==> src/rtl/otc_pkg.sv <==
package otc_pkg;

    typedef enum logic [0:0] {
        GK_FEYNMAN2 = 1'b0,
        GK_FREDKIN  = 1'b1
    } gate_kind_e;

    localparam int unsigned LANES = 3;

    typedef struct packed {
        logic a;
        logic b;
        logic c;
    } trio_t;

    function automatic trio_t dual_cnot(input trio_t x);
        trio_t y;
        y.a = x.a;
        y.b = x.a ^ x.b;
        y.c = x.a ^ x.c;
        return y;
    endfunction

    function automatic trio_t ctrl_swap(input trio_t x);
        trio_t y;
        y.a = x.a;
        y.b = x.a ? x.c : x.b;
        y.c = x.a ? x.b : x.c;
        return y;
    endfunction

    function automatic logic parity3(input trio_t x);
        return x.a ^ x.b ^ x.c;
    endfunction

endpackage

==> src/rtl/otc_testable_gate.sv <==
module otc_testable_gate
    import otc_pkg::*;
#(
    parameter gate_kind_e KIND = GK_FREDKIN
) (
    input  trio_t ops_i,
    input  logic  tin_i,
    output trio_t ops_o,
    output logic  tout_o
);

    generate
        if (KIND == GK_FEYNMAN2) begin : g_dual
            assign ops_o = dual_cnot(ops_i);
        end else begin : g_swap
            assign ops_o = ctrl_swap(ops_i);
        end
    endgenerate

    assign tout_o = tin_i ^ parity3(ops_i);

    always_comb begin
        AST_GATE_PARITY_KEPT: assert (parity3(ops_o) == parity3(ops_i))
            else $error("gate broke parity");
        AST_A_PASSES: assert (ops_o.a == ops_i.a)
            else $error("control line altered");
    end

endmodule

==> src/rtl/otc_deduce_gate.sv <==
module otc_deduce_gate
    import otc_pkg::*;
(
    input  trio_t dat_i,
    input  logic  rin_i,
    output trio_t dat_o,
    output logic  sout_o
);

    assign dat_o  = dat_i;
    assign sout_o = rin_i ^ dat_i.a ^ dat_i.b ^ dat_i.c;

endmodule

==> src/rtl/otc_cell.sv <==
module otc_cell
    import otc_pkg::*;
#(
    parameter gate_kind_e KIND = GK_FREDKIN
) (
    input  logic [2:0] op_in,
    input  logic       test_in,
    input  logic [2:0] fault_mask,
    output logic [2:0] op_out,
    output logic       test_out,
    output logic       chk_out,
    output logic       err
);

    trio_t gate_res;
    trio_t faulty;
    trio_t passed;
    logic  q_par;
    logic  s_par;

    otc_testable_gate #(.KIND(KIND)) u_gate (
        .ops_i  (trio_t'(op_in)),
        .tin_i  (test_in),
        .ops_o  (gate_res),
        .tout_o (q_par)
    );

    assign faulty = trio_t'(gate_res ^ trio_t'(fault_mask));

    otc_deduce_gate u_deduce (
        .dat_i  (faulty),
        .rin_i  (1'b0),
        .dat_o  (passed),
        .sout_o (s_par)
    );

    assign op_out   = passed;
    assign test_out = q_par;
    assign chk_out  = s_par;
    assign err      = q_par ^ s_par;

    always_comb begin
        AST_CHK_TRACKS_OUT: assert (chk_out == ^op_out)
            else $error("chk_out mismatch");
        if (!test_in && fault_mask == 3'b000)
            AST_CLEAN_SILENT: assert (!err)
                else $error("false alarm");
        if (!test_in && $countones(fault_mask) == 1)
            AST_SINGLE_CAUGHT: assert (err)
                else $error("single flip missed");
        if (!test_in && $countones(fault_mask) == 2)
            AST_PAIR_HIDDEN: assert (!err)
                else $error("pair flip flagged");
        if (test_in && fault_mask == 3'b000)
            AST_TESTLINE_SEEN: assert (err)
                else $error("testing line not seen");
    end

endmodule

==> config.mk <==
export PLATFORM = sky130hd
export DESIGN_NAME = otc_cell
export DESIGN_NICKNAME = d
export VERILOG_FILES = /design/src/rtl/otc_pkg.sv /design/src/rtl/otc_testable_gate.sv /design/src/rtl/otc_deduce_gate.sv /design/src/rtl/otc_cell.sv
export SDC_FILE = /design/constraint.sdc
export NUM_CORES = 1
export LEC_CHECK = 0
export ABC_AREA = 0
export BUFFER_PORTS_ARGS = -buffer_cell sky130_fd_sc_hd__buf_2
export CAP_MARGIN = 20
export CORE_AREA = 2 2 39 41
export DETAILED_ROUTE_END_ITERATION = 10
export DIE_AREA = 0 0 41 43
export GPL_ROUTABILITY_DRIVEN = 0
export GPL_TIMING_DRIVEN = 0
export PLACE_DENSITY = 0.38
export SETUP_SLACK_MARGIN = 0.15
export SLEW_MARGIN = 20
export SYNTH_ARGS = -nofsm -noshare
export SYNTH_HDL_FRONTEND = slang
export SYNTH_SLANG_ARGS = --single-unit
export TNS_END_PERCENT = 1
==> constraint.sdc <==
create_clock -name vclk -period 1
set_input_delay 0.1 -clock vclk [all_inputs]
set_output_delay 0.1 -clock vclk [all_outputs]
set_load 0.05 [all_outputs]
==> results of run 1 <==
cell families after synthesis:
| family | count (synthesis) | synth area share, % |
|---|---|---|
| multiplexers | 2 | 15.0 |
| buffers and inverters | 1 | 3.73 |
| XOR/XNOR | 10 | 81.3 |
worst paths after layout:
| check | to | cells past startpoint |
|---|---|---|
| worst min-delay path | op_out[1] | 3 |
| worst max-delay path | chk_out | 4 |
worst max-delay path, delay by kind of cell:
kind / cells / cell delay [ps]
xor gates and xnor gates: 2 / 620
buffers and inverters: 2 / 270
power by group:
group	switching (mW)	total [mW]	internal [mW]	leakage, nW
clock	0	0	0	0
combinational	0.255	0.489	0.234	0.196
sequential	0	0	0	0
total	0.255	0.489	0.234	0.196
through the flow:
stage | instance area, um^2 | utilization (%) | hold slack, ps | setup TNS [ps]
finish | 450 | 32.5 | 495 | -88.8
floorplan | 196 | - | 321 | -173
CTS | 403 | 29.1 | 536 | -80.1
global route | 450 | 32.5 | 513 | -118
detailed placement | 277 | 20.0 | 584 | -570
global placement | 277 | 20.0 | 583 | -471
repair_timing:
item,4_1_cts,5_1_grt
setup endpoints to repair,5,6
setup buffers,3,1
pin swaps,6,5
resized for setup,25,9
hold buffers,0,0
cloned,0,0
area by class of cell:
type,count,area [um^2]
Fill cell,147,933
Multi-Input combinational cell,12,225
Timing Repair Buffer,16,180
Buffer,1,25.0
Tap cell,16,20.0
layer usage:
metal	routed length (um)	global-route usage, %	share of wire (%)	vias up
met5	0	0	0	-
met4	0	0	0	0
met3	21	0	5.3	0
met2	267	10.6	67	3
met1	108	4.89	27	75
li1	-	-	-	72
placed cells by master, fill, tap and decap left out, types with 2 or more instances in the layout:
master,count
sky130_fd_sc_hd__buf_8,3
sky130_fd_sc_hd__buf_6,8
sky130_fd_sc_hd__buf_4,2
sky130_fd_sc_hd__buf_2,2
sky130_fd_sc_hd__xor2_4,2
sky130_fd_sc_hd__xnor2_2,4
Yosys cell counts (all sizes together):
| library cell | number | area [um^2] |
|---|---|---|
| xor2 | 3 | 33.8 |
| xnor2 | 6 | 52.6 |
| xnor3 | 1 | 22.5 |
| mux2i | 2 | 20.0 |
| clkbuf | 1 | 5.00 |
==> results.md, run 1 <==
- The largest fanout of any net on the critical path is 2.
- The critical path data arrival time is 990 ps.
- The first-pass iteration count of the detailed router is 1.
- Traced cell by cell, the critical path runs through buf_8 > xnor2_4 > xnor3_2 > buf_8.
- The vertical extent of the die is 43 um.
- The largest single stage delay on the critical path is 450 ps.
- The share of the clock period used by the worst path after layout is 109%.
- The wire length of the first global-routing pass is 634 um.
- Summed over all nets, the half-perimeter wirelength after detailed placement is 320 um.
- In the finished layout, the clock tree contains a buffer count of 0.
- Summed over all cells, the static leakage comes to 0.196 nW.
- The number of different library cells used by synthesis comes to 6.
- The count of nets left with antenna violations once routing finished came out at 0.
- The horizontal extent of the die is 41 um.
- The post-synthesis sequential area ratio is 0%.
- Across the VDD grid, the largest voltage drop is 450 uV.
- After synthesis, the mean cell area works out to 10.3 um^2.
- The reported max-cap violation count is 0.
- The final non-filler cell total is 45.
- After detailed routing, the number of remaining DRC violations is 0.
- The sequential standard cell area is 0 um^2.
- At the pin with the least slew margin, the transition time is 234 ps.
- The remaining max-slew budget at the tightest pin is 84.3%.
- The post-layout minimum cycle time is 1090 ps.
- The net total in the final layout is 38.
- Derived from the worst setup path, the maximum achievable clock frequency is 918 MHz.
- In the final routed layout, each cell accounts on average for 8.82 um.
- For this design, the slowest cell found on the critical path is sky130_fd_sc_hd__xnor3_2.
- The ratio of routed vias to standard cells is 3.33.
- The critical path in this run is classified as primary input to output pin.
- Setup slack on the critical path of the routed design comes to -88.8 ps.
- The cell count after synthesis is 13.
- The number of antenna violations at the first check in global routing came to 0.
- The pin count of the biggest net entering global routing is 5.
- The share of final-layout standard cells stronger than drive strength 1 is 93.1%.
- The synthesized netlist net count is 20.
- The synthesized cell area is 134 um^2.
- The aggregate routed wire length is 397 um.
- The placed instance count is 41.
- After floorplanning, the core was divided into 14 placement rows.
- After layout, the design draws a total of 0.489 mW.
- The core region is 1380 um^2.
- The relative area change from synthesis to final layout is 236%.
- The critical path starts at fault_mask[0].
- The cell that appears most often on the critical path is sky130_fd_sc_hd__buf_8.
- The area of the die is 1760 um^2.
- Setup repair after global routing could not meet its margin everywhere.
- 13 I/O pins were placed.
- The number of endpoints with negative hold slack in the final report was 0.
- STA classifies the critical path startpoint as a primary input.
- The beginning of the worst hold path is fault_mask[1].
- The total vias in the final route is 150.
- The Yosys step of the flow raised 0 warnings.
- The required arrival time at the worst endpoint is 900 ps.
- The final number of setup-violating endpoints is 1.
- The initial core utilization is 9.67%.
- The number of buffers inserted by port buffering is 12.
- The antenna diode count is 0.
- The flow ran to the end, but the final reports show violations.
- The worst min-delay path category is primary input to output pin.
- The total power per unit cell area is 1090 nW/um^2.
- The number of global-route vias before repair is 172.
- The checks that failed: setup timing.
- The design has 0 sequential cells.
- The detailed router finished its first iteration with 0 violations.
- The final count of pins violating max slew is 0.
- The aggregate global-route resource usage is 4.94%.
- The placement-stage worst setup slack is -359 ps.
- The capturing element type of the critical path is an output pin.
- Summed over all layers, the global routing overflow is 0.
Note: power is estimated with default switching activity, not from simulation.
==> run 2, diff against run 1 <==
- GPL_ROUTABILITY_DRIVEN: 0 -> unset
- PLACE_DENSITY: 0.38 -> 0.34
==> run 2 against run 1 <==
The flow still finishes with violations (setup timing). First-iteration DRC count did not move. Global-route usage down 0.11 points. Die area unchanged. Via count fell by 8.7%. Critical path depth unchanged. Setup slack better by 8.3 ps. Final area is 3.9% higher. Utilization up 1.3 points. Sequential share of layout area unchanged. Maximum frequency is 0.76% higher. Sequential cell count is the same. Non-clock buffer count did not move.
==> results.md, run 2 (synthesis results as in run 1) <==
- The run finished, with violations left.
- The slack of the critical path is -80.5 ps (+8.25 ps).
- The total vias in the final route came to 137 (-8.7%).
- The first-pass iteration count of the detailed router is 1 (unchanged).
- The peak ir drop on the vdd network came to 309 uV (-31%).
- The slew of the pin with the lowest slew margin is 249 ps (+15.4 ps).
- The number of nets still failing antenna checks after routing was 0 (unchanged).
- The pin count of the biggest net entering global routing came to 5 (unchanged).
- The number of clock buffers in the layout came to 0 (unchanged).
- Tracing the worst setup path back leads to its startpoint at fault_mask[0].
- For hold timing, the worst endpoint is op_out[1].
- The final number of setup-violating endpoints was 1 (unchanged).
- The placed instance count is 41 (unchanged).
- The final sum of negative setup slack is -80.5 ps (+8.25 ps).
- The reported max-cap violation count is 0 (unchanged).
- The antenna diode count came to 0 (unchanged).
- The internal power contribution was 0.239 mW (+2.3%).
- The sequential cell fraction of total power was 0% (unchanged).
- The sequential cell count came to 0 (unchanged).
- The switching power as a share of total power is 51.7% (-0.39 points).
- Relative to the synthesized area, the layout overhead comes to 250%.
- The maximum clock frequency is 925 MHz (+0.76%).
- The number of buffers inserted by port buffering is 12 (unchanged).
- The count of filler cells inserted in the layout is 144 (-2.0%).
- The number of antenna violations at the first check in global routing is 0 (unchanged).
- The aggregate routed wire length is 392 um (-1.3%).
- The sequential standard cell area is 0 um^2 (unchanged).
- The total power per unit cell area is 1060 nW/um^2 (-2.3%).
- The clock group share of total power is 0% (unchanged).
- The placement-stage worst setup slack came to -350 ps (+8.55 ps).
- The worst hold path begins at fault_mask[1].
- The share of the clock period used by the worst path after layout is 108% (-0.83 points).
- The residual overflow from global routing is 0 (unchanged).
- The final non-filler cell total is 45 (unchanged).
- At the end of routability-driven placement, the weighted congestion stood at 0.529.
- Setup repair after global routing could not meet its margin everywhere.
- The initial core utilization is 9.67% (unchanged).
- The post-layout minimum cycle time is 1080 ps (-8.25 ps).
- The ratio of routed vias to standard cells is 3.04 (-8.7%).
- The critical path data arrival time came to 980 ps (about the same).
- The area of the core region is 1380 um^2 (unchanged).
- The launching element type of the critical path is a primary input.
- The vertical extent of the die is 43 um (unchanged).
- The hold-critical path depth came to 3 (unchanged).
- The number of global-route vias before repair is 141 (-18%).
- The hold-fix buffer count after cts came to 0 (unchanged).
- The required arrival time at the worst endpoint is 900 ps (about the same).
- Leaving out fill and tap cells, the most frequent cell in the layout is sky130_fd_sc_hd__buf_6.
- The number of remaining DRC errors is 0 (unchanged).
- The number of I/O pins came to 13 (unchanged).
- The horizontal extent of the die is 41 um (unchanged).
- The final count of pins violating max slew is 0 (unchanged).
- The cell leakage power is 0.203 nW (+3.8%).
- The largest fanout of any net on the critical path is 2 (unchanged).
- STA classifies the critical path endpoint as an output pin.
- In the layout the commonest cells are sky130_fd_sc_hd__buf_6, sky130_fd_sc_hd__xnor2_2, sky130_fd_sc_hd__buf_4.
- The detailed router's first-iteration violation count came to 0 (unchanged).
- The share of total power in combinational logic is 100.0% (about the same).
- The power dissipated by switching net loads is 0.257 mW (+0.71%).
- The average wire per cell in the routed design is 8.71 um (-1.3%).
- The checks that failed: setup timing.
- The share of final-layout standard cells stronger than drive strength 1 is 96.6% (+3.4 points).
- The area of the die is 1760 um^2 (unchanged).
- The net total in the final layout is 38 (unchanged).
- The worst min-delay path category is primary input to output pin.
- The HPWL after detailed placement is 320 um (about the same).
- The kind of critical path is primary input to output pin.
- The wire length of the first global-routing pass is 621 um (-2.1%).
- The remaining max-slew budget at the tightest pin is 83.5% (-0.80 points).
- The aggregate global-route resource usage was 4.83% (-0.11 points).
- The number of endpoints with negative hold slack in the final report is 0 (unchanged).
- The total number of placement rows is 14 (unchanged).
## run 2: cell counts in the layout (fill, tap and decap cells not counted)
Identical to the previous run, type by type.
## run 2: how the worst max path moves through the flow
stage | end | slack [ps] | depth (start not counted)
finish | chk_out | -80 | 4
floorplan | chk_out | -170 | 3
detailed placement | chk_out | -350 | 4
global route | chk_out | -100 | 4
global placement | chk_out | -340 | 4
CTS | chk_out | -90 | 4
## run 2: stage by stage
stage / total power, mW / instance area, um^2 / hold slack [ps] / utilization [%]
after floorplan: 0.277 / 196 / 321 / -
after global placement: 0.342 / 277 / 584 / 20.0
after detailed placement: 0.345 / 277 / 585 / 20.0
after CTS: 0.438 / 365 / 530 / 26.4
after global routing: 0.517 / 468 / 525 / 33.8
final: 0.496 / 468 / 504 / 33.8
## run 2: area by class of cell
type	instances	area (um^2)	share of cell area, %
buffer	1	25.0	5.35
multi-input combinational	12	241	51.6
timing repair buffer	16	181	38.8
tap	16	20.0	4.28
## run 2: critical path, cell delays in order
cell and delay (ps):
sky130_fd_sc_hd__buf_12 110, sky130_fd_sc_hd__xnor2_4 160, sky130_fd_sc_hd__xnor3_2 450, sky130_fd_sc_hd__buf_8 160
## run 2: timing repair
item / CTS / global route
pin swaps: 6 / 6
gates resized for setup: 21 / 15
endpoints found under the setup margin: 5 / 5
setup buffers: 2 / 2
## run 2: power by group through the flow
stage | clock, mW | sequential, mW | combinational (mW)
final | 0 | 0 | 0.496
after global routing | 0 | 0 | 0.517
after CTS | 0 | 0 | 0.438
after detailed placement | 0 | 0 | 0.345
after global placement | 0 | 0 | 0.342
after floorplan | 0 | 0 | 0.277
## run 2: routing by layer
metal / routed length [um] / GRT usage [%] / share of wire [%]
met5: 0 / 0 / 0
met4: 0 / 0 / 0
met3: 11 / 0 / 2.8
met2: 298 / 10.6 / 76
met1: 83 / 4.53 / 21
==> run 3, diff against run 2 <==
- SETUP_SLACK_MARGIN: 0.15 -> unset
==> run 3 against run 2 <==
The flow still finishes with violations (setup timing). Cell count unchanged. Sequential share of layout area unchanged. Die area unchanged. Critical path depth unchanged. Largest power group unchanged.
==> results.md, run 3 (synthesis results as in run 1) <==
- The number of clock buffers in the layout is 0 (unchanged).
- The required arrival time at the worst endpoint is 900 ps (about the same).
- The post-layout minimum cycle time is 1070 ps (-14.1 ps).
- The cell leakage power is 0.184 nW (-9.6%).
- The sequential cell count came to 0 (unchanged).
- The HPWL after detailed placement is 328 um (+2.4%).
- The share of final-layout standard cells stronger than drive strength 1 came to 86.2% (-10 points).
- The kind of critical path is primary input to output pin.
- The number of antenna violations at the first check in global routing is 0 (unchanged).
- The first-pass iteration count of the detailed router is 1 (unchanged).
- The slack of the critical path is -66.4 ps (+14.1 ps).
- The aggregate global-route resource usage is 4.92% (+0.091 points).
- The number of I/O pins came to 13 (unchanged).
- The total number of placement rows is 14 (unchanged).
- The wire length of the first global-routing pass came to 627 um (+0.97%).
- The power after layout came to 0.447 mW (-9.8%).
- The initial core utilization came to 9.67% (unchanged).
- Setup repair after global routing could not meet its margin everywhere.
- The detailed router's first-iteration violation count came to 0 (unchanged).
- The checks that failed: setup timing.
- The vertical extent of the die is 43 um (unchanged).
- The relative area change from synthesis to final layout is 193%.
- The largest fanout of any net on the critical path is 2 (unchanged).
- The area of the die is 1760 um^2 (unchanged).
- The run finished, with violations left.
- The share of the clock period used by the worst path after layout is 107% (-1.4 points).
- The horizontal extent of the die came to 41 um (unchanged).
- The average wire per cell in the routed design is 8.73 um (+0.26%).
- The total power per unit cell area is 1140 nW/um^2 (+7.4%).
- The maximum clock frequency is 938 MHz (+1.3%).
- Leaving out fill and tap cells, the most frequent cells in the layout are sky130_fd_sc_hd__buf_4, sky130_fd_sc_hd__xnor2_2, sky130_fd_sc_hd__buf_6, sky130_fd_sc_hd__buf_2.
- The residual overflow from global routing is 0 (unchanged).
- The global placer's final weighted congestion was 0.605 (+14%).
- The final number of setup-violating endpoints was 1 (unchanged).
- The area of the core region is 1380 um^2 (unchanged).
- The total vias in the final route is 143 (+4.4%).
- The net total in the final layout is 38 (unchanged).
- The aggregate routed wire length is 393 um (+0.26%).
- The sequential standard cell area is 0 um^2 (unchanged).
- The reported max-cap violation count is 0 (unchanged).
- Leaving out fill and tap cells, the most frequent cell in the layout is sky130_fd_sc_hd__buf_4.
- The antenna diode count was 0 (unchanged).
- The ratio of routed vias to standard cells was 3.18 (+4.4%).
- The slew of the pin with the lowest slew margin is 277 ps (+27.5 ps).
- The number of remaining DRC errors is 0 (unchanged).
- The final count of pins violating max slew is 0 (unchanged).
- The number of endpoints with negative hold slack in the final report is 0 (unchanged).
- The pin count of the biggest net entering global routing is 5 (unchanged).
- The number of global-route vias before repair is 159 (+13%).
- The worst setup path is captured at an output pin.
- The launching element type of the critical path is a primary input.
- The number of nets still failing antenna checks after routing is 0 (unchanged).
- The final cell utilization of the core is 28.4% (-5.4 points).
- The hold-critical path depth is 3 (unchanged).
- The worst hold path belongs to the class primary input to output pin.
- The critical path data arrival time was 970 ps (about the same).
- The remaining max-slew budget at the tightest pin is 81.0% (-2.5 points).
- The number of buffers inserted by port buffering is 12 (unchanged).
- The peak ir drop on the vdd network was 296 uV (-4.1%).
run 3: worst max-delay path: stages:
cell and delay [ps]:
sky130_fd_sc_hd__buf_8 100, sky130_fd_sc_hd__xnor2_4 150, sky130_fd_sc_hd__xnor3_2 440, sky130_fd_sc_hd__buf_8 160
run 3: final cells by class:
| type | count | area [um^2] |
|---|---|---|
| repair buffers | 16 | 139 |
| well taps | 16 | 20.0 |
| multi-input cells | 12 | 209 |
| plain buffers | 1 | 25.0 |
| fillers | 148 | 991 |
run 3: final timing paths:
kind	from	endpoint	slack [ps]
setup / recovery	fault_mask[0]	chk_out	-70
hold / removal	fault_mask[1]	op_out[1]	540
run 3: stage by stage:
step / worst slack, ps / setup TNS [ps] / std cells / hold WS, ps / instance area [um^2]
2_1_floorplan: -176 / -179 / 13 / 321 / 185
3_3_place_gp: -347 / -528 / 41 / 584 / 265
3_5_place_dp: -346 / -618 / 41 / 587 / 265
4_1_cts: -70.5 / -70.5 / 44 / 626 / 369
5_1_grt: -85.5 / -85.5 / 45 / 558 / 393
6_report: -66.4 / -66.4 / 45 / 544 / 393
run 3: what timing repair did:
action                     in CTS  in global routing
pin swaps                       4                  3
setup endpoints to repair       5                  3
hold buffers                    0                  0
resized for setup              16                  7
buffers inserted                3                  1
run 3: per-layer routing:
metal,track usage [%],wire length (um),vias up
met5,0,0,-
met4,0,0,0
met3,0,0,0
met2,11.6,302,0
met1,3.86,90,72
li1,-,-,71
run 3: where the power goes:
part,total (mW),internal (mW),switching [mW]
combinational,0.447,0.202,0.246
clock,0,0,0
sequential,0,0,0
